## src/rtl/bank_dec_pkg.sv

```systemverilog
package bank_dec_pkg;

    localparam int REG_W      = 5;
    localparam int PRG_BANK_W = 4;
    localparam int CHR_BANK_W = 5;

    typedef enum logic [1:0] {
        MIR_LOW  = 2'b00,
        MIR_HIGH = 2'b01,
        MIR_VERT = 2'b10,
        MIR_HORZ = 2'b11
    } mirror_e;

    typedef enum logic [1:0] {
        PRG_WIDE_A    = 2'b00,
        PRG_WIDE_B    = 2'b01,
        PRG_FIX_FIRST = 2'b10,
        PRG_FIX_LAST  = 2'b11
    } prg_mode_e;

    // Field order matters: the mirroring field sits at bits 1:0,
    // the program mode at 3:2 and the 4 KB flag at bit 4.
    typedef struct packed {
        logic      chr_4k;
        prg_mode_e prg_mode;
        mirror_e   mirror;
    } ctrl_t;

    typedef struct packed {
        logic a14;
        logic a13;
        logic rom_sel_n;
    } cpu_bus_t;

    function automatic ctrl_t unpack_ctrl(input logic [REG_W-1:0] raw);
        return ctrl_t'(raw);
    endfunction

    function automatic logic is_wide(input prg_mode_e m);
        return (m == PRG_WIDE_A) || (m == PRG_WIDE_B);
    endfunction

endpackage

```

## src/rtl/prg_map.sv

```systemverilog
module prg_map
    import bank_dec_pkg::*;
#(
    parameter int BANK_W = PRG_BANK_W
) (
    input  prg_mode_e         mode,
    input  logic [BANK_W-1:0] bank_word,
    input  logic              cpu_a14,
    output logic [BANK_W-1:0] bank
);

    always_comb begin
        logic [BANK_W-1:0] b;
        unique case (mode)
            PRG_FIX_FIRST: b = cpu_a14 ? bank_word : '0;
            PRG_FIX_LAST:  b = cpu_a14 ? '1 : bank_word;
            default:       b = {bank_word[BANK_W-1:1], cpu_a14};
        endcase
        bank = b;


        if (is_wide(mode))
            prg_wide_lsb_chk: assert (b[0] == cpu_a14 && b[BANK_W-1:1] == bank_word[BANK_W-1:1]);

        if (mode == PRG_FIX_FIRST && !cpu_a14)
            prg_fix_first_chk: assert (b == '0);

        if (mode == PRG_FIX_LAST && cpu_a14)
            prg_fix_last_chk: assert (&b);
    end

endmodule

```

## src/rtl/chr_map.sv

```systemverilog
module chr_map
    import bank_dec_pkg::*;
#(
    parameter int BANK_W = CHR_BANK_W
) (
    input  logic              chr_4k,
    input  logic [BANK_W-1:0] lo_word,
    input  logic [BANK_W-1:0] hi_word,
    input  logic              ppu_a12,
    output logic [BANK_W-1:0] bank
);

    always_comb begin
        logic [BANK_W-1:0] b;
        if (chr_4k)
            b = ppu_a12 ? hi_word : lo_word;
        else
            b = {lo_word[BANK_W-1:1], ppu_a12};
        bank = b;


        if (!chr_4k)
            chr_8k_chk: assert (b[0] == ppu_a12 && b[BANK_W-1:1] == lo_word[BANK_W-1:1]);

        if (chr_4k && !ppu_a12)
            chr_4k_low_chk: assert (b == lo_word);
    end

endmodule

```

## src/rtl/nt_map.sv

```systemverilog
module nt_map
    import bank_dec_pkg::*;
(
    input  mirror_e mirror,
    input  logic    ppu_a10,
    input  logic    ppu_a11,
    output logic    nt_a10
);

    always_comb begin
        logic v;
        unique case (mirror)
            MIR_LOW:  v = 1'b0;
            MIR_HIGH: v = 1'b1;
            MIR_VERT: v = ppu_a10;
            default:  v = ppu_a11;
        endcase
        nt_a10 = v;


        if (mirror == MIR_LOW || mirror == MIR_HIGH)
            nt_fixed_chk: assert (v == mirror[0]);
    end

endmodule

```

## src/rtl/enable_dec.sv

```systemverilog
module enable_dec
    import bank_dec_pkg::*;
(
    input  cpu_bus_t bus,
    input  logic     wram_off,
    output logic     prg_ce_n,
    output logic     wram_ce
);

    always_comb begin
        logic rom_n;
        logic ram;
        rom_n = bus.rom_sel_n;
        ram   = bus.rom_sel_n & bus.a14 & bus.a13 & ~wram_off;
        prg_ce_n = rom_n;
        wram_ce  = ram;


        enables_exclusive_chk: assert (!(ram && !rom_n));

        if (wram_off)
            wram_off_chk: assert (!ram);
    end

endmodule

```

## src/rtl/bank_addr_decoder.sv

```systemverilog
module bank_addr_decoder
    import bank_dec_pkg::*;
(
    input  logic [REG_W-1:0]      ctrl_reg,
    input  logic [REG_W-1:0]      chr_lo_reg,
    input  logic [REG_W-1:0]      chr_hi_reg,
    input  logic [REG_W-1:0]      prg_reg,
    input  logic                  cpu_a13,
    input  logic                  cpu_a14,
    input  logic                  rom_sel_n,
    input  logic                  cpu_rw,
    input  logic                  ppu_a10,
    input  logic                  ppu_a11,
    input  logic                  ppu_a12,
    output logic [PRG_BANK_W-1:0] prg_addr_hi,
    output logic                  prg_ce_n,
    output logic                  wram_ce,
    output logic [CHR_BANK_W-1:0] chr_addr_hi,
    output logic                  nt_a10
);

    ctrl_t    ctrl;
    cpu_bus_t bus;
    logic     unused_rw;

    assign ctrl      = unpack_ctrl(ctrl_reg);
    assign bus       = '{a14: cpu_a14, a13: cpu_a13, rom_sel_n: rom_sel_n};
    assign unused_rw = cpu_rw;

    prg_map #(.BANK_W(PRG_BANK_W)) u_prg (
        .mode      (ctrl.prg_mode),
        .bank_word (prg_reg[PRG_BANK_W-1:0]),
        .cpu_a14   (cpu_a14),
        .bank      (prg_addr_hi)
    );

    chr_map #(.BANK_W(CHR_BANK_W)) u_chr (
        .chr_4k  (ctrl.chr_4k),
        .lo_word (chr_lo_reg[CHR_BANK_W-1:0]),
        .hi_word (chr_hi_reg[CHR_BANK_W-1:0]),
        .ppu_a12 (ppu_a12),
        .bank    (chr_addr_hi)
    );

    nt_map u_nt (
        .mirror  (ctrl.mirror),
        .ppu_a10 (ppu_a10),
        .ppu_a11 (ppu_a11),
        .nt_a10  (nt_a10)
    );

    enable_dec u_en (
        .bus      (bus),
        .wram_off (prg_reg[REG_W-1]),
        .prg_ce_n (prg_ce_n),
        .wram_ce  (wram_ce)
    );

endmodule

```

## config.mk

```make
export PLATFORM = sky130hd
export DESIGN_NAME = bank_addr_decoder
export DESIGN_NICKNAME = d
export VERILOG_FILES = /design/src/rtl/bank_dec_pkg.sv /design/src/rtl/prg_map.sv /design/src/rtl/chr_map.sv /design/src/rtl/nt_map.sv /design/src/rtl/enable_dec.sv /design/src/rtl/bank_addr_decoder.sv
export SDC_FILE = /design/constraint.sdc
export NUM_CORES = 1
export LEC_CHECK = 0
export ABC_AREA = 0
export BUFFER_PORTS_ARGS = -buffer_cell sky130_fd_sc_hd__buf_4
export CAP_MARGIN = 40
export CORE_AREA = 3 3 40 42
export DETAILED_ROUTE_END_ITERATION = 7
export DIE_AREA = 0 0 43 45
export GPL_ROUTABILITY_DRIVEN = 0
export PLACE_DENSITY = 0.52
export SLEW_MARGIN = 20
export SYNTH_ARGS = -nofsm -noshare
export SYNTH_HDL_FRONTEND = slang
export SYNTH_SLANG_ARGS = --single-unit
```

## constraint.sdc

```tcl
create_clock -name vclk -period 1.5
set_clock_uncertainty 0.05 [all_clocks]
set_input_delay 0.15 -clock vclk [all_inputs]
set_output_delay 0.15 -clock vclk [all_outputs]
set_load 0.005 [all_outputs]
```

==> metrics.txt <==
internal power 0.0948 mW; worst path arrival time 0.85 ns; WL/cell 10.1 um; GRT Total Usage 7.71%; Worst setup endpoint chr_addr_hi[3]; Worst Tran Pin Value 0.204 ns; Mapped Cells 27; # rows 13; RSZ-0062 raised after global routing no; Final ANT Viol Nets 0; port bufs 38; CP Launch Point ctrl_reg[4]; synthesized area per cell 7.00 sq um; DRC violations left 0; fin. max-slew vios 0; antenna violations before repair 0; DRT iter0 DRCs 3; Post-layout nets 93; CP delay by family, top multiplexers; DP Wirelength 707 um; CP bufs+invs 2; storage element area 0 sq um; crit-path most repeated cell buf_4; Final Power 0.138 mW; syn nets 54; vias in the first global route 296; diode count 0; Flop pwr share 0%; max-cap viol count 0; synth warn 0; largest net degree at the start of global routing 8; crit-path max FO 4; status complete, no violations; library cells used by synthesis 11; Peak Freq 0.953 GHz; Chip Width 43 um; FFs & Latches 0; Fin. Hold Viols 0; WL final 796 um; Net Sw Power 0.0433 mW; Peak VDD IR 73.6 uV; global-route wire length before repair 1240 um; area of the multi-input gates 159 sq um; Clock Power Share 0%; layout cells sized above 1 67.2%; Hold Crit Class input port to primary output; Comb pwr share 100.0%; period utilisation layout 70.0%; CP Launch Type input port; Core Area 0.00128 sq mm; post-CTS setup repair buffer count 0; PD cells 284 mW/mm^2; Vias/cell 3.99; Setup-failing EPs final 0; register area share after synthesis 0%; routed vias 315; mapped cell area 189 sq um; drt pass-1 iters 2; worst-path cell chain buf_4, nand2_2, mux2_4, buf_4; Worst path max stage delay 0.31 ns; Area Growth Syn to Fin 157%; post-CTS sizing 0; Tmin final 1.05 ns; Crit Path Category input port to primary output; critical path's slowest cell mux2_4; Fin Setup TNS 0 ns; max-slew headroom at the worst pin 86.4%; Levels on crit path 4; sw frac 31.4%; total gr overflow 0; fillcell total 139; die area 0.00194 sq mm; clock buffers 0; Top Ports 39; Req. time, crit path 1.30 ns; initial core utilization 14.7%; cts hold-fix bufs 0; Die H 45 um; Leak Pwr 0.282 nW; crit end category primary output
[placed cells by master, fill, tap and decap left out]
cell	count
a21oi_1	6
and4b_1	1
buf_4	38
nor2b_1	1
inv_1	6
o22ai_1	3
nand2b_1	1
a31oi_1	2
o2bb2ai_1	1
nand2_2	1
mux2_4	4
[layer usage]
layer  part of all wire, %  routed length [um]  GRT usage (%)  up-vias
met5                     0                   0              0        -
met1                    43                 339           11.2      129
met3                   7.9                  63          0.797        0
li1                      -                   -              -      172
met2                    49                 394           13.2       14
met4                     0                   0              0        0
[power groups by stage]
stage	Clock, mW	Sequential (mW)	Combinational [mW]
floorplan	0	0	0.0445
detailed placement	0	0	0.139
finish	0	0	0.138
global placement	0	0	0.138
CTS	0	0	0.140
global route	0	0	0.150
[cells in the mapped netlist]
master | count | area [sq um]
mux2_4 | 4 | 60.1
nand2_2 | 1 | 6.26
inv_1 | 6 | 22.5
a21oi_1 | 6 | 30.0
buf_4 | 1 | 7.51
and4b_1 | 1 | 10.0
a31oi_1 | 2 | 12.5
nand2b_1 | 1 | 6.26
o22ai_1 | 3 | 18.8
o2bb2ai_1 | 1 | 8.76
nor2b_1 | 1 | 6.26
[per-stage QoR]
| step | utilization, % | instance area, sq um | setup slack, ns | cells | hold WS (ns) |
|---|---|---|---|---|---|
| after floorplan | - | 189 | 0.733 | 27 | 0.318 |
| after global placement | 37.8 | 485 | 0.450 | 79 | 0.426 |
| after detailed placement | 37.8 | 485 | 0.447 | 79 | 0.426 |
| after CTS | 37.8 | 485 | 0.447 | 79 | 0.426 |
| after global routing | 37.8 | 485 | 0.431 | 79 | 0.438 |
| final | 37.8 | 485 | 0.450 | 79 | 0.425 |
[kinds of logic (layout without fill, tap and decap cells)]
family	count (synthesis)	in the layout	synth area share, %
AOI/OAI and AO/OA	12	12	37.1
buffers and inverters	7	44	15.9
muxes	4	4	31.8
and+or+nand+nor	4	4	15.2
[how the worst min path moves through the flow]
| stage | slack (ns) | start | cells after the start | end |
|---|---|---|---|---|
| floorplan | 0.32 | ppu_a12 | 1 | chr_addr_hi[0] |
| finish | 0.43 | rom_sel_n | 2 | prg_ce_n |
| detailed placement | 0.43 | rom_sel_n | 2 | prg_ce_n |
| global placement | 0.43 | rom_sel_n | 2 | prg_ce_n |
| global route | 0.44 | rom_sel_n | 2 | prg_ce_n |
| CTS | 0.43 | rom_sel_n | 2 | prg_ce_n |
[area by class of cell]
class                      instances  share of cell area [%]
multi-input combinational         20                    32.7
tap                               15                    3.87
timing repair buffer              38                    58.8
inverter                           6                    4.64
Note: power is estimated with default switching activity, not from simulation.
